<file path="src/rtl/bm_regs_pkg.sv">
package bm_regs_pkg;
  localparam int SLICE_BYTES  = 8;
  localparam int CMD_START    = 0;
  localparam int CMD_DIR      = 3;
  localparam logic [7:0] CMD_MASK = 8'h09;

  typedef enum logic [1:0] {
    SZ_BYTE = 2'd0,
    SZ_HALF = 2'd1,
    SZ_WORD = 2'd2,
    SZ_WRD2 = 2'd3
  } ioSize_e;

  // strobes from the decoder to one channel datapath
  typedef struct packed {
    logic        cmdWr;
    logic        statWr;
    logic        ptrWr;
    logic [7:0]  byteData;
    logic [31:0] wordData;
  } chanStrobe_t;

  function automatic logic [31:0] sizeOnes(input logic [1:0] sz);
    case (sz)
      SZ_BYTE: sizeOnes = 32'h0000_00FF;
      SZ_HALF: sizeOnes = 32'h0000_FFFF;
      default: sizeOnes = 32'hFFFF_FFFF;
    endcase
  endfunction
endpackage

</file>
<file path="src/rtl/bm_regs_ctrl.sv">
module bm_regs_ctrl
  import bm_regs_pkg::*;
#(
  parameter int NUM_CH = 2,
  parameter int ADDR_W = $clog2(NUM_CH) + 3
) (
  input  logic              clk,
  input  logic              rstN,
  input  logic              ioValid,
  input  logic              ioWrite,
  input  logic [ADDR_W-1:0] ioAddr,
  input  logic [1:0]        ioSize,
  input  logic [31:0]       ioWdata,
  input  logic [7:0]        chCmd  [NUM_CH],
  input  logic [7:0]        chStat [NUM_CH],
  input  logic [31:0]       chPtr  [NUM_CH],
  output chanStrobe_t       strb   [NUM_CH],
  output logic              rdValid,
  output logic [31:0]       rdData
);
  localparam int CH_W = ADDR_W - 3;

  logic [CH_W-1:0] chIdx;
  logic            ptrRegion;
  logic [1:0]      localOff;
  logic            isByte;
  logic            isWord;
  logic            chOk;
  logic [31:0]     rdNext;

  assign chIdx     = ioAddr[ADDR_W-1:3];
  assign ptrRegion = ioAddr[2];
  assign localOff  = ioAddr[1:0];
  assign isByte    = (ioSize == SZ_BYTE);
  assign isWord    = (ioSize == SZ_WORD) || (ioSize == SZ_WRD2);
  assign chOk      = (int'(chIdx) < NUM_CH);

  // write strobes, one set per channel
  for (genvar c = 0; c < NUM_CH; c++) begin : g_strb
    logic hit;
    assign hit = ioValid && ioWrite && chOk && (int'(chIdx) == c);
    always_comb begin
      strb[c].byteData = ioWdata[7:0];
      strb[c].wordData = ioWdata;
      strb[c].cmdWr    = hit && !ptrRegion && isByte && (localOff == 2'd0);
      strb[c].statWr   = hit && !ptrRegion && isByte && (localOff == 2'd2);
      strb[c].ptrWr    = hit &&  ptrRegion && isWord;
    end
  end

  // read mux
  always_comb begin
    rdNext = sizeOnes(ioSize);
    if (chOk) begin
      if (!ptrRegion) begin
        if (isByte) begin
          case (localOff)
            2'd0:    rdNext = {24'h0, chCmd[chIdx]};
            2'd2:    rdNext = {24'h0, chStat[chIdx]};
            default: rdNext = 32'h0000_00FF;
          endcase
        end
      end else if (isWord) begin
        rdNext = chPtr[chIdx];
      end
    end
  end

  always_ff @(posedge clk) begin
    if (!rstN) begin
      rdValid <= 1'b0;
      rdData  <= '0;
    end else begin
      rdValid <= ioValid && !ioWrite;
      if (ioValid && !ioWrite) rdData <= rdNext;
    end
  end

  // read data valid only right after a read request
  assert_rd_follows_req_R13: assert property (@(posedge clk) disable iff (!rstN)
    (ioValid && !ioWrite) |=> rdValid);
  assert_rd_no_spurious_R13: assert property (@(posedge clk) disable iff (!rstN)
    !(ioValid && !ioWrite) |=> !rdValid);
  // a byte read in the command/status region never exceeds one byte
  assert_byte_read_width_R3: assert property (@(posedge clk) disable iff (!rstN)
    (ioValid && !ioWrite && isByte && !ptrRegion) |=> (rdData[31:8] == 24'h0));
endmodule

</file>
<file path="src/rtl/bm_chan_dp.sv">
module bm_chan_dp
  import bm_regs_pkg::*;
(
  input  logic        clk,
  input  logic        rstN,
  input  chanStrobe_t strb,
  input  logic        hwIntSet,
  input  logic        hwErrSet,
  input  logic        irqIn,
  output logic [7:0]  cmdQ,
  output logic [7:0]  statQ,
  output logic [31:0] ptrQ,
  output logic        startPulse,
  output logic        cfgFlag
);
  logic [7:0] statNext;
  logic       startEdge;

  assign startEdge = strb.cmdWr && strb.byteData[CMD_START] && !cmdQ[CMD_START];

  always_comb begin
    statNext = statQ;
    if (strb.statWr) begin
      statNext[6:5] = strb.byteData[6:5];
      statNext[2:1] = statQ[2:1] & ~strb.byteData[2:1];
    end
    if (strb.cmdWr) begin
      if (startEdge)                         statNext[0] = 1'b1;
      else if (!strb.byteData[CMD_START])    statNext[0] = 1'b0;
    end
    if (hwIntSet) statNext[2] = 1'b1;
    if (hwErrSet) statNext[1] = 1'b1;
    statNext[7]   = 1'b0;
    statNext[4:3] = 2'b00;
  end

  always_ff @(posedge clk) begin
    if (!rstN) begin
      cmdQ       <= '0;
      statQ      <= '0;
      ptrQ       <= '0;
      startPulse <= 1'b0;
      cfgFlag    <= 1'b0;
    end else begin
      statQ      <= statNext;
      startPulse <= startEdge;
      cfgFlag    <= irqIn;
      if (strb.cmdWr) cmdQ <= strb.byteData & CMD_MASK;
      if (strb.ptrWr) ptrQ <= {strb.wordData[31:2], 2'b00};
    end
  end

  // a start strobe always comes with the active bit set
  assert_start_sets_active_R5: assert property (@(posedge clk) disable iff (!rstN)
    startPulse |-> statQ[0]);
  // a stop write clears the active bit
  assert_stop_clears_R6: assert property (@(posedge clk) disable iff (!rstN)
    (strb.cmdWr && !strb.byteData[CMD_START]) |=> !statQ[0]);
  // hardware set wins
  assert_int_set_wins_R8: assert property (@(posedge clk) disable iff (!rstN)
    hwIntSet |=> statQ[2]);
  assert_err_set_wins_R8: assert property (@(posedge clk) disable iff (!rstN)
    hwErrSet |=> statQ[1]);
  // status writes leave the active bit alone
  assert_active_ro_R7: assert property (@(posedge clk) disable iff (!rstN)
    (strb.statWr && !strb.cmdWr) |=> (statQ[0] == $past(statQ[0])));
  // mirror flag tracks the level one clock later
  assert_cfg_mirror_R10: assert property (@(posedge clk) disable iff (!rstN)
    irqIn |=> cfgFlag);
endmodule

</file>
<file path="src/rtl/busmaster_regfile.sv">
module busmaster_regfile
  import bm_regs_pkg::*;
#(
  parameter int NUM_CH = 2,
  parameter int ADDR_W = $clog2(NUM_CH) + 3
) (
  input  logic              clk,
  input  logic              rstN,
  input  logic              ioValid,
  input  logic              ioWrite,
  input  logic [ADDR_W-1:0] ioAddr,
  input  logic [1:0]        ioSize,
  input  logic [31:0]       ioWdata,
  output logic              rdValid,
  output logic [31:0]       rdData,
  input  logic [NUM_CH-1:0] hwIntSet,
  input  logic [NUM_CH-1:0] hwErrSet,
  input  logic [NUM_CH-1:0] irqIn,
  output logic [NUM_CH-1:0] startPulse,
  output logic [NUM_CH-1:0] cfgIrqFlag,
  output logic [NUM_CH-1:0] legacyIrq
);
  logic [7:0]  chCmd  [NUM_CH];
  logic [7:0]  chStat [NUM_CH];
  logic [31:0] chPtr  [NUM_CH];
  chanStrobe_t strb   [NUM_CH];

  bm_regs_ctrl #(.NUM_CH(NUM_CH), .ADDR_W(ADDR_W)) u_ctrl (
    .clk     (clk),
    .rstN    (rstN),
    .ioValid (ioValid),
    .ioWrite (ioWrite),
    .ioAddr  (ioAddr),
    .ioSize  (ioSize),
    .ioWdata (ioWdata),
    .chCmd   (chCmd),
    .chStat  (chStat),
    .chPtr   (chPtr),
    .strb    (strb),
    .rdValid (rdValid),
    .rdData  (rdData)
  );

  for (genvar c = 0; c < NUM_CH; c++) begin : g_ch
    bm_chan_dp u_dp (
      .clk        (clk),
      .rstN       (rstN),
      .strb       (strb[c]),
      .hwIntSet   (hwIntSet[c]),
      .hwErrSet   (hwErrSet[c]),
      .irqIn      (irqIn[c]),
      .cmdQ       (chCmd[c]),
      .statQ      (chStat[c]),
      .ptrQ       (chPtr[c]),
      .startPulse (startPulse[c]),
      .cfgFlag    (cfgIrqFlag[c])
    );
  end

  // legacy lines are a pure pass-through of the channel level
  assign legacyIrq = irqIn;

  // at most one channel starts per cycle (one access per cycle)
  assert_one_start_R1: assert property (@(posedge clk) disable iff (!rstN)
    $onehot0(startPulse));
endmodule

</file>
<file path="config.mk">
export PLATFORM = sky130hd
export DESIGN_NAME = busmaster_regfile
export DESIGN_NICKNAME = d
export VERILOG_FILES = /design/src/rtl/bm_regs_pkg.sv /design/src/rtl/bm_regs_ctrl.sv /design/src/rtl/bm_chan_dp.sv /design/src/rtl/busmaster_regfile.sv
export SDC_FILE = /design/constraint.sdc
export NUM_CORES = 1
export LEC_CHECK = 0
export BUFFER_PORTS_ARGS = -buffer_cell sky130_fd_sc_hd__buf_4
export CAP_MARGIN = 10
export CORE_ASPECT_RATIO = 1.5
export CORE_MARGIN = 2
export CORE_UTILIZATION = 35
export DETAILED_ROUTE_END_ITERATION = 6
export PLACE_DENSITY = 0.53
export SKIP_CTS_REPAIR_TIMING = 1
export SLEW_MARGIN = 0
export SYNTH_ARGS = -nofsm -noshare
export SYNTH_HDL_FRONTEND = slang
export SYNTH_SLANG_ARGS = --single-unit
</file>
<file path="constraint.sdc">
create_clock -name clk -period 1.8 [get_ports clk]
set_clock_uncertainty 0.15 [all_clocks]
set_input_delay 0.18 -clock clk [delete_from_list [all_inputs] [get_ports clk]]
set_output_delay 0.18 -clock clk [all_outputs]
set_load 0.005 [all_outputs]
</file>
After elaboration in Yosys (flattened, before gate mapping). Index checks and enable logic that the tools add are counted.

Flip-flop bits (word level): 117. Latch bits: 0. RAM bits: 0. Bits in read-only memories: 0. Input port bits: 48. Output and inout bits: 39. Logic and storage cells: 88. Memories: 0.

Add/sub/neg operators: 0. Multiply operators: 0. Divide/modulo/power cells: 0. Order comparisons: 1. Equality and inequality tests: 6. Shift-type cells: 0. Muxes and demuxes: 23. Bitwise gates (word level): 5. Reductions and logical operators: 33.

Operator list (number): $mux 32 (6); $pmux 32 s2 (1); $mux 8 (5); $logic_and 1x1->1 (20); $pmux 8 s2 (1); $reduce_bool 2->1 (4); $mux 1 (7); $eq 2x2->1 const B (3); $and 2x2->2 (2); $logic_not 1->1 (4); $logic_not 2->1 (2); $mux 2 (2); $mux 4 (1); $ne 2x1->1 const B (2); $reduce_and 2->1 (2); $eq 2x1->1 const B (1); $ge 2x2->1 const B (1); $not 1->2 (1); $not 2->2 (1); $logic_or 1x1->1 (1); $not 1->1 (1).

Depth between registers and ports, before layout. Gate-level depths: netlist of run 1.

Word-level depth: 9. Mapped depth: 6.

Cells and area by module. A second synthesis of run 1 with hierarchy kept.

Cells, all modules: 564. Area total of the unflattened synthesis: 5778.0 sq um.

Modules (own cells, without submodules): bm_chan_dp (times used 2, cells each 138, area each 1572.8 sq um, seq. area each 780.7 sq um); bm_regs_ctrl (times used 1, cells each 286, area each 2617.5 sq um, seq. area each 660.6 sq um); busmaster_regfile (times used 1, cells each 2, area each 15.0 sq um, seq. area each 0.0 sq um).

Least setup slack after synthesis of run 1. No wires, ideal clock.

Path type: input to register. From: input port ioSize[1]. To: register g_ch[1].u_dp.statQ[0]. Library setup time: 60 ps. Arrival: 1167 ps. Slack: 423 ps. Stages on the path: 4. Path buffers: 1. Cells stage by stage: buf_6 -> or4b_4 -> nor3_2 -> o221a_1.

Longest elaborated chain between the ends: 7.

RTL lines: from (decl) (line busmaster_regfile.sv:12) `input logic [1:0] ioSize,`; $logic_not 2->1 * (line bm_regs_ctrl.sv:34) `assign isByte = (ioSize == SZ_BYTE);`; $logic_and 1x1->1 * (2 in a row) (line bm_regs_ctrl.sv:45) `strb[c].cmdWr = hit && !ptrRegion && isByte && (localOff == 2'd0);`; $logic_and 1x1->1 (2 in a row) (line bm_chan_dp.sv:19) `assign startEdge = strb.cmdWr && strb.byteData[CMD_START] && !cmdQ[CMD_START];`; $ne 2x1->1 (no source line); $reduce_and 2->1 (no source line); to (signal assigned) (line bm_chan_dp.sv:45) `statQ <= statNext;`; to (decl) (line bm_chan_dp.sv:11) `output logic [7:0] statQ,`.

Mark *: on every way between the ends. The rest lies on a longest branch, timed or not. A chain may end at the register's enable or synchronous reset.

Worst setup path in the final report of run 1.
From: input port ioAddr[3]. To: register g_ch[1].u_dp.statQ[1].

Longest elaborated chain between the ends: 5.

RTL lines: from (decl) (line busmaster_regfile.sv:11) `input logic [ADDR_W-1:0] ioAddr,`; $logic_and 1x1->1 (line bm_regs_ctrl.sv:41) `assign hit = ioValid && ioWrite && chOk && (int'(chIdx) == c);`; $logic_and 1x1->1 (3 in a row) (line bm_regs_ctrl.sv:46) `strb[c].statWr = hit && !ptrRegion && isByte && (localOff == 2'd2);`; $reduce_bool 2->1 (no source line).

Every way passes these cells.

==> run_results.csv, run 1 <==
group,metric,value,unit
clock_network,clock_sinks,111,
setup_path,r2r_end,"g_ch[1].u_dp.statQ[2]$_SDFFE_PN0P_",
clock_network,clk_path_buf_depth,2,
power,clock_power_share,0.430,
global_routing,overflow,0,
yosys,synth_top_cell_by_area,"dfxtp_1",
yosys,syn_avg_cell_area,8.67,um^2
placement,numPortBuffers,86,
routing,vias,4437,
setup_path,critPathSlowestCell,"dlygate4sd3_1",
sta,relSlewSlack,0.638,
routing,via_per_inst,5.45,
clock_network,cts_made_buffers,9,
setup_path,cp-start-kind,"input pin",
sta,period_needed,1.68,ns
floorplanning,start_util,0.356,
yosys,synthCells,554,
clock_network,clk_pin_slew,0.07,ns
global_routing,grt_antenna_before_repair,0,
routing,drcViolationCount,0,
routing,dr.first_iter.drc_count,259,
routing,wl_per_cell,16.2,um
min_path,worstHoldStart,"hwIntSet[0]",
yosys,synth_cell_types,43,
cells_and_area,fillCellCount,1311,
yosys,ys.flop_type,"dfxtp_1",
setup_path,crit_fanout,18,
yosys,yosys_warnings,0,
floorplanning,die_x,99.6,um
sta,setup_viol,0,
yosys,ys_ff_latch,111,
floorplanning,dieHeight,147,um
setup_path,regToRegStartpoint,"g_ch[1].u_dp.statQ[2]$_SDFFE_PN0P_",
global_routing,grt_first_pass_wirelength,21500,um
sta,rsz0062_at_grt,"no",
routing,drt_wl_total,13200,um
yosys,yosysTopAreaCellShare,0.463,
cells_and_area,num_antenna_cells,0,
min_path,hold_path_class,"input pin to flop",
power,p_int,0.00422,W
routing,drtAntennaViolNets,0,
floorplanning,die_area,14700,um^2
floorplanning,coreArea,13500,um^2
setup_path,worst-path-stages,5,
sta,hold-worst-slack,-0.0322,ns
sta,final_max_slew_viol_count,0,
placement,place.gp.congestion,0.802,
run_status,failed_checks,"hold timing",
power,switchingPower,0.00124,W
global_routing,grt_usage,0.181,
setup_path,critPathArrivalTime,1.76,ns
run_status,outcome,"finished with violations",
setup_path,reg2reg_slack,0.43,ns
cells_and_area,layout-drive-gt1-share,0.230,
job,cap_violations,0,
setup_path,path_delay_family,"buffers and inverters",
routing,drtPass1Iterations,4,
power,powerDensity,874,nW/um^2
setup_path,critPathKind,"input pin to flop",
sta,fin_crit_sh,0.933,
global_routing,grt_max_degree,75,
sta,hold_viol_final,2,
setup_path,critPathBufInv,2,
power,combPwrFrac,0.104,
cells_and_area,nets,695,
yosys,synth_edf_count,0,
cells_and_area,fin_util,0.464,
setup_path,cp_cell_sequence,"buf_4, or4b_4, nor2_1, a31oi_1, dlygate4sd3_1",
sta,worstMarginPinSlew,0.541,ns
setup_path,worstSetupEndpointType,"flop",
sta,finalSetupTns,0,ns
clock_network,htreeDepth,3,
power,leakage,2.33,nW
floorplanning,fp-row-count,52,
sta,clock.fmax,595,MHz
cells_and_area,syn_to_final_growth,30.0,%
global_routing,grt_pass1_vias,4187,
min_path,hold_path_depth,3,
power,seqPwrFrac,0.466,
yosys,synthesis.area,4800,um^2
yosys,synth_area_leaders,"dfxtp_1 46%, a21oi_1 9.8%, o21ai_0 8.4%",
floorplanning,pin_count,87,
setup_path,required,1.88,ns
placement,post-dp-hpwl,8610,um
clock_network,cts_root_buf,"clkbuf_16",
yosys,synth_nets,602,
setup_path,rr_worst_depth,3,
clock_network,cts_tree,"yes",
yosys,yosysSeqAreaShare,0.463,
power,swShare,0.226,
clock_network,clk_latency,0.35,ns
min_path,whs_endpoint,"g_ch[0].u_dp.statQ[2]$_SDFFE_PN0P_",
yosys,async_reset_ff_frac,0,
power,vdd_drop_max,0.513,mV
setup_path,slowest_delay,0.57,ns
## cell usage in the layout, fill, tap and decap left out, types with 2 or more instances in the layout
master	instances
a31oi_1	2
mux2_2	14
nor2_1	3
o211ai_1	9
dlygate4sd3_1	36
nor2b_1	2
o21ai_0	81
a21oi_1	94
buf_12	2
and2_1	2
a221oi_1	3
bufinv_16	3
a21o_1	16
clkbuf_8	2
dfxtp_1	111
nor3_1	2
mux2i_1	21
buf_4	104
inv_1	3
nor3_2	2
clkbuf_16	9
nand2_1	33
nand3_1	72
a41oi_1	2
or4_4	2
## final cells by class
type	instances	area (um^2)	share of cell area
clock buffers	11	253	0.0405
well taps	162	203	0.0325
flip-flops and latches	111	2220	0.356
clock inverters	5	104	0.0166
repair buffers	142	1180	0.189
multi-input cells	378	2260	0.362
inverters	5	18.8	0.00301
## state kept, by name (all words and copies together) (netlist names)
register / flops
g_ch.u_dp.ptrQ: 60
u_ctrl.rdData: 32
g_ch.u_dp.statQ: 10
g_ch.u_dp.cmdQ: 4
g_ch.u_dp.cfgFlag: 2
g_ch.u_dp.startPulse: 2
u_ctrl.rdValid: 1
## worst min-delay path, stage by stage
cell and delay [ns]:
buf_4 0.11, inv_1 0.04, a41oi_1 0.09
## through the flow
| stage | std cells | power, W | hold WS, ns | setup slack, ns | cell area, um^2 |
|---|---|---|---|---|---|
| after floorplan | 554 | 0.00286 | 0.131 | 0.423 | 4800 |
| after global placement | 762 | 0.00310 | 0.225 | 0.228 | 5530 |
| after detailed placement | 762 | 0.00311 | 0.241 | 0.198 | 5530 |
| after CTS | 778 | 0.00546 | -0.134 | 0.433 | 5880 |
| after global routing | 814 | 0.00567 | 0.000315 | 0.0584 | 6240 |
| final | 814 | 0.00546 | -0.0322 | 0.121 | 6240 |
## power groups by stage
stage                     Combinational (W)  Clock (W)  Sequential, W
after CTS                          0.000512    0.00240        0.00255
after global placement             0.000501          0        0.00260
after global routing               0.000622    0.00250        0.00255
final                              0.000567    0.00235        0.00255
after detailed placement           0.000510          0        0.00260
after floorplan                    0.000266          0        0.00260
## routing by layer
metal,up-vias,part of all wire,GRT usage,wire (um)
met1,2107,0.41,0.225,5480
met2,125,0.51,0.306,6700
li1,2180,-,-,-
met5,-,0,0,0
met4,0,0.033,0.0911,438
met3,25,0.045,0.0241,589
## synthesized netlist by cell type, types with 2 or more instances
cell type / instances
clkbuf_1: 33
nor2_1: 3
mux2i_1: 21
dfxtp_1: 111
a31oi_1: 2
nor2b_1: 2
o21ai_0: 81
and2_1: 2
buf_2: 13
nand2_1: 33
a21oi_1: 94
a21o_1: 16
nor3_2: 2
inv_1: 5
o211ai_1: 9
a221oi_1: 3
nand3_1: 72
or4_4: 2
a41oi_1: 2
mux2_2: 14
nor3_1: 2
buf_6: 3
buf_4: 9
## kinds of logic (layout without fill, tap and decap cells)
family | after synthesis | after routing | synth area share
compound gates | 210 | 210 | 0.241
buf+inv | 65 | 163 | 0.0662
flops | 111 | 111 | 0.463
mux | 36 | 36 | 0.0813
simple gates | 132 | 132 | 0.149
## worst max-delay path by stage
| stage | to | slack, ns | from |
|---|---|---|---|
| floorplan | g_ch[1].u_dp.statQ[0]$_SDFFE_PN0P_ | 0.42 | ioSize[1] |
| global placement | u_ctrl.rdData[12]$_SDFFE_PN0P_ | 0.23 | ioAddr[3] |
| detailed placement | g_ch[1].u_dp.statQ[6]$_SDFFE_PN0P_ | 0.20 | ioAddr[3] |
| CTS | u_ctrl.rdData[0]$_SDFFE_PN0P_ | 0.43 | g_ch[0].u_dp.cmdQ[0]$_SDFFE_PN0P_ |
| global route | g_ch[1].u_dp.statQ[1]$_SDFFE_PN0P_ | 0.06 | ioAddr[3] |
| finish | g_ch[1].u_dp.statQ[1]$_SDFFE_PN0P_ | 0.12 | ioAddr[3] |
Power figures use the tool's default switching activity.
==> inputs of run 2 (changes only) <==
clock period = 2.01 ns   (was 1.8 ns; I/O delays follow)
==> run 2 against run 1 <==
The flow still finishes with violations (hold timing). Cell count fell by 0.74%. Clock power is 23% lower. Setup slack better by 0.54 ns. Power fell by 16%. Register-to-register slack improved by 0.25 ns. Routed wire length shrank 0.76%. Critical endpoint is now legacyIrq[1]. Highest routed layer unchanged.
==> run_results.csv, run 2 (synthesis results as in run 1) <==
group,metric,value,unit
run_status,outcome,"finished with violations",
run_status,failed_checks,"hold timing",
setup_path,cp_cell_sequence,"dlygate4sd3_1, buf_4, buf_4",
setup_path,cp-start-kind,"input pin",
routing,drcViolationCount,0,
sta,hold-worst-slack,-0.0207,ns
floorplanning,die_x,99.6,um
clock_network,cts_tree,"yes",
floorplanning,fp-row-count,52,
sta,fin_crit_sh,0.672,
clock_network,cts_made_buffers,9,
setup_path,crit_fanout,2,
placement,post-dp-hpwl,8950,um
setup_path,required,1.66,ns
setup_path,crit_top_cell,"buf_4",
clock_network,cts_root_buf,"clkbuf_16",
cells_and_area,largest_register,"g_ch.u_dp.ptrQ",
placement,dp.cells,764,
cells_and_area,fin_util,0.454,
clock_network,clock_sinks,111,
power,clock_power_share,0.394,
power,swShare,0.240,
cells_and_area,instances_no_fill,808,
placement,place.gp.congestion,0.846,
job,cap_violations,0,
floorplanning,pin_count,87,
power,switchingPower,0.00110,W
setup_path,critPathBufInv,3,
min_path,hold_path_class,"input pin to flop",
sta,clock.fmax,740,MHz
cells_and_area,largest_reg_flops,60,
global_routing,grt_usage,0.179,
floorplanning,start_util,0.356,
sta,final_max_slew_viol_count,0,
clock_network,clk_latency,0.35,ns
floorplanning,die_area,14700,um^2
setup_path,critPathArrivalTime,1.00,ns
routing,via_per_inst,5.37,
floorplanning,dieHeight,147,um
setup_path,path_delay_family,"buffers and inverters",
routing,vias,4338,
power,vdd_drop_max,0.372,mV
cells_and_area,syn_to_final_growth,27.4,%
routing,drtPass1Iterations,4,
clock_network,clk_path_buf_depth,2,
global_routing,grt_pass1_vias,4197,
clock_network,clk_pin_slew,0.07,ns
floorplanning,coreArea,13500,um^2
setup_path,worstSetupEndpointType,"output port",
sta,setup_viol,0,
sta,timing.final.ws_setup,0.659,ns
global_routing,grt_max_degree,50,
sta,relSlewSlack,0.603,
routing,drt_wl_total,13100,um
cells_and_area,mostFrequentLayoutCell,"dfxtp_1",
cells_and_area,num_antenna_cells,0,
global_routing,grt_antenna_before_repair,0,
sta,finalSetupTns,0,ns
routing,drtAntennaViolNets,0,
routing,wl_per_cell,16.2,um
cells_and_area,fillCellCount,1334,
power,totalPowerFinal,0.00458,W
clock_network,htreeDepth,3,
sta,hold_viol_final,10,
setup_path,slowest_delay,0.54,ns
placement,numPortBuffers,86,
sta,rsz0062_at_grt,"no",
cells_and_area,layout-drive-gt1-share,0.234,
placement,place_worst_setup_slack,0.319,ns
setup_path,critPathSlowestCell,"dlygate4sd3_1",
power,combPwrFrac,0.108,
sta,worstMarginPinSlew,0.595,ns
global_routing,grt_first_pass_wirelength,21200,um
power,leakage,2.28,nW
power,seqPwrFrac,0.498,
cells_and_area,final_cell_mix,"111 x dfxtp_1, 107 x buf_4, 94 x a21oi_1, 81 x o21ai_0, 72 x nand3_1",
cells_and_area,multi_input_area,2260,um^2
routing,dr.first_iter.drc_count,159,
cells_and_area,largestRegisters,"g_ch.u_dp.ptrQ (60), u_ctrl.rdData (32), g_ch.u_dp.statQ (10)",
cells_and_area,nets,690,
cells_and_area,seqCellArea,2220,um^2
power,powerDensity,749,nW/um^2
power,p_int,0.00348,W
sta,period_needed,1.35,ns
setup_path,critPathKind,"input pin to output port",
global_routing,overflow,0,
run 2: cell types whose count changed in the layout (fill, tap and decap cells not counted), sizes merged:
cell         delta
inv             +1
clkinv          +1
buf             +2
bufinv          -2
dlygate4sd3     -7
clkbuf          -1
run 2: final cells by class:
class / instances / share of cell area
Clock buffer: 10 / 0.0391
Tap cell: 162 / 0.0331
Timing Repair Buffer: 137 / 0.182
Clock inverter: 5 / 0.00941
Inverter: 5 / 0.00307
Multi-Input combinational cell: 378 / 0.370
Sequential cell: 111 / 0.363
run 2: layer usage:
metal  wire [um]  GRT usage  vias to the layer above
met5           0          0                        -
met4         224     0.0664                        0
met3         504     0.0284                       14
met2        6910      0.312                       93
met1        5470      0.221                     2063
li1            -          -                     2168
run 2: final timing paths:
path                                                   startpoint                                end  slack [ns]  cells past startpoint
worst max-delay path                                     irqIn[1]                       legacyIrq[1]        0.66                      3
worst min-delay path                                   ioWdata[7]  g_ch[0].u_dp.ptrQ[7]$_SDFFE_PN0P_       -0.02                      3
worst max register to register  g_ch[0].u_dp.cmdQ[0]$_SDFFE_PN0P_      u_ctrl.rdData[0]$_SDFFE_PN0P_        0.68                      3
worst min register to register     u_ctrl.rdData[28]$_SDFFE_PN0P_     u_ctrl.rdData[28]$_SDFFE_PN0P_        0.31                      2
run 2: power by group through the flow:
stage	clock, W	sequential (W)	combinational, W
after floorplan	0	0.00233	0.000238
after global placement	0	0.00233	0.000448
after detailed placement	0	0.00233	0.000456
after CTS	0.00185	0.00228	0.000458
after global routing	0.00194	0.00228	0.000544
final	0.00181	0.00228	0.000495
run 2: through the flow:
stage / hold slack (ns) / area (um^2)
2_1_floorplan: 0.152 / 4800
3_3_place_gp: 0.249 / 5530
3_5_place_dp: 0.260 / 5530
4_1_cts: -0.116 / 5830
5_1_grt: 0.00119 / 6120
6_report: -0.0207 / 6120
run 2: tightest hold or removal path, cell delays in order:
cell and delay (ns):
buf_4 0.12, nand3_1 0.06, a21oi_1 0.05
==> inputs of run 3 (changes only) <==
ABC_AREA = 1   (was not set)
PLACE_DENSITY = 0.56   (was 0.53)
clock period = 1.17 ns   (was 2.01 ns; I/O delays follow)
==> run 3 against run 2 <==
The flow now finishes without violations. First-iteration DRC count increased by 22%. Via count increased by 5.0%. Area after synthesis decreased by 5.7%. Utilization increased by 4.5 points. Hold slack improved by 0.046 ns. Die area decreased by 5.5%. Final area increased by 2.7%. Synthesized cell count increased by 16%. Routed wire length increased by 2.2%. Setup slack got worse by 0.62 ns. Critical path type is now flop to output port. Highest routed layer unchanged.
==> run_results.csv, run 3 <==
group,metric,value,unit
yosys,synth_area_leaders,"dfxtp_1 49%, nand2_1 12%, nor2_1 11%",
placement,dp.cells,886,
yosys,synthCells,644,
min_path,hold_path_depth,5,
setup_path,r2r_end,"u_ctrl.rdData[6]$_SDFFE_PN0P_",
power,swShare,0.233,
cells_and_area,mostFrequentLayoutCell,"nand2_1",
power,switchingPower,0.00188,W
yosys,yosysSeqAreaShare,0.491,
setup_path,critPathArrivalTime,0.86,ns
setup_path,required,0.90,ns
setup_path,cp_cell_sequence,"buf_4",
yosys,yosys_warnings,0,
power,seqPwrFrac,0.489,
setup_path,path_delay_family,"flip-flops",
power,clock_power_share,0.397,
cells_and_area,fillCellCount,1275,
clock_network,htreeDepth,3,
yosys,ys_ff_latch,111,
yosys,yosys-top-cells-count,"147 x nand2_1, 135 x nor2_1, 111 x dfxtp_1",
setup_path,slowest_delay,0.38,ns
global_routing,overflow,0,
clock_network,clk_latency,0.35,ns
setup_path,endpoint,"rdData[29]",
routing,via_per_inst,4.85,
setup_path,rr_worst_depth,6,
sta,clock.fmax,885,MHz
routing,drtAntennaViolNets,0,
yosys,yosysTopAreaCellShare,0.491,
clock_network,clock_sinks,111,
floorplanning,start_util,0.360,
setup_path,critPathBufInv,1,
cells_and_area,seqCellArea,2220,um^2
sta,rsz0062_at_grt,"no",
power,vdd_drop_max,0.736,mV
sta,period_needed,1.13,ns
clock_network,clk_pin_slew,0.07,ns
placement,place.gp.congestion,0.893,
floorplanning,dieHeight,143,um
yosys,async_reset_ff_frac,0,
cells_and_area,largestRegisters,"g_ch.u_dp.ptrQ (60), u_ctrl.rdData (32), g_ch.u_dp.statQ (10)",
setup_path,regToRegStartpoint,"g_ch[0].u_dp.statQ[6]$_SDFFE_PN0P_",
placement,numPortBuffers,86,
yosys,synth_top_cell_by_area,"dfxtp_1",
global_routing,grt_first_pass_wirelength,21600,um
power,leakage,2.78,nW
cells_and_area,multi_input_area,1970,um^2
sta,relSlewSlack,0.792,
cells_and_area,instances_no_fill,940,
routing,drcViolationCount,0,
floorplanning,fp-row-count,50,
yosys,synth_nets,692,
cells_and_area,largest_reg_flops,60,
sta,worstMarginPinSlew,0.311,ns
routing,dr.first_iter.drc_count,194,
run_status,outcome,"completed",
sta,finalSetupTns,0,ns
power,powerDensity,1290,nW/um^2
cells_and_area,syn_to_final_growth,38.7,%
setup_path,crit_fanout,2,
cells_and_area,largest_register,"g_ch.u_dp.ptrQ",
setup_path,worst-path-stages,1,
yosys,synth_edf_count,0,
job,cap_violations,0,
global_routing,grt_pass1_vias,4414,
routing,drt_wl_total,13400,um
clock_network,cts_made_buffers,9,
routing,drtPass1Iterations,5,
routing,wl_per_cell,14.3,um
cells_and_area,nets,827,
setup_path,critPathKind,"flop to output port",
global_routing,grt_antenna_before_repair,0,
clock_network,cts_root_buf,"clkbuf_16",
setup_path,critical_path.startpoint,"u_ctrl.rdData[29]$_SDFFE_PN0P_",
global_routing,grt_max_degree,37,
cells_and_area,final_cell_mix,"147 x nand2_1, 134 x nor2_1, 122 x buf_4, 110 x dfxtp_1, 70 x o21ai_0",
routing,vias,4557,
yosys,ys.flop_type,"dfxtp_1",
yosys,synth_cell_types,22,
setup_path,cp-start-kind,"flop",
setup_path,critPathSlowestCell,"dfxtp_1",
cells_and_area,layout-drive-gt1-share,0.204,
setup_path,reg2reg_slack,0.12,ns
placement,post-dp-hpwl,9630,um
cells_and_area,num_antenna_cells,0,
yosys,syn_avg_cell_area,7.03,um^2
setup_path,worstSetupEndpointType,"output port",
yosys,yosys.cell_count.top_type,"nand2_1",
sta,final_max_slew_viol_count,0,
global_routing,grt_usage,0.194,
floorplanning,pin_count,87,
clock_network,cts_tree,"yes",
sta,fin_crit_sh,0.965,
sta,hold_viol_final,0,
yosys,synthesis.area,4530,um^2
floorplanning,coreArea,12600,um^2
sta,setup_viol,0,
power,combPwrFrac,0.114,
power,p_int,0.00619,W
floorplanning,die_area,13900,um^2
clock_network,clk_path_buf_depth,2,
min_path,hold_path_class,"input pin to flop",
floorplanning,die_x,96.9,um
cells_and_area,fin_util,0.499,
## run 3: cell types whose count changed in the layout (fill, tap and decap cells not counted), sizes merged, moves of 9 or more
cell	before	now
inv	5	33
o21ai	81	70
buf	108	129
mux2	14	0
mux2i	21	0
nand3	72	45
a21oi	94	41
dlygate4sd3	29	38
nand2	33	150
a21o	16	0
nor2	4	138
## run 3: worst min path at each step
stage | from | to
detailed placement | irqIn[0] | g_ch[0].u_dp.cfgFlag$_SDFF_PN0_
CTS | irqIn[0] | g_ch[0].u_dp.cfgFlag$_SDFF_PN0_
floorplan | irqIn[0] | g_ch[0].u_dp.cfgFlag$_SDFF_PN0_
global route | ioWdata[0] | g_ch[0].u_dp.startPulse$_SDFF_PN0_
finish | ioAddr[0] | u_ctrl.rdData[5]$_SDFFE_PN0P_
global placement | irqIn[0] | g_ch[0].u_dp.cfgFlag$_SDFF_PN0_
## run 3: cells by family (layout without fill, tap and decap cells)
| logic type | count (synthesis) | after routing | share of synthesized area |
|---|---|---|---|
| DFF | 111 | 111 | 0.491 |
| buffers and inverters | 80 | 220 | 0.0765 |
| and+or+nand+nor | 337 | 337 | 0.302 |
| AOI/OAI and AO/OA | 116 | 116 | 0.131 |
## run 3: power by group through the flow
stage                     Clock [W]  Combinational (W)  Sequential (W)
final                       0.00320           0.000917         0.00395
after detailed placement          0           0.000818         0.00404
after global placement            0           0.000811         0.00403
after floorplan                   0           0.000358         0.00403
after global routing        0.00341            0.00101         0.00396
after CTS                   0.00329           0.000821         0.00395
## run 3: cell type report
type,count,share of cell area
tap,156,0.0311
clock buffer,12,0.0424
timing repair buffer,167,0.229
multi-input combinational,453,0.313
inverter,37,0.0223
clock inverter,4,0.00837
sequential,111,0.354
## run 3: metrics by stage
| step | hold slack (ns) | total power [W] | setup WS [ns] | cell area [um^2] |
|---|---|---|---|---|
| 2_1_floorplan | 0.0646 | 0.00438 | -0.00658 | 4530 |
| 3_3_place_gp | 0.164 | 0.00484 | -0.123 | 5580 |
| 3_5_place_dp | 0.171 | 0.00485 | -0.171 | 5580 |
| 4_1_cts | -0.191 | 0.00806 | 0.0172 | 5890 |
| 5_1_grt | 0.0792 | 0.00838 | 0.00423 | 6280 |
| 6_report | 0.0252 | 0.00807 | 0.0405 | 6280 |
## run 3: layer usage
metal / up-vias / track usage / part of all wire
li1: 2309 / - / -
met1: 2117 / 0.211 / 0.41
met2: 119 / 0.374 / 0.53
met3: 12 / 0.0423 / 0.048
met4: 0 / 0.0608 / 0.013
met5: - / 0 / 0
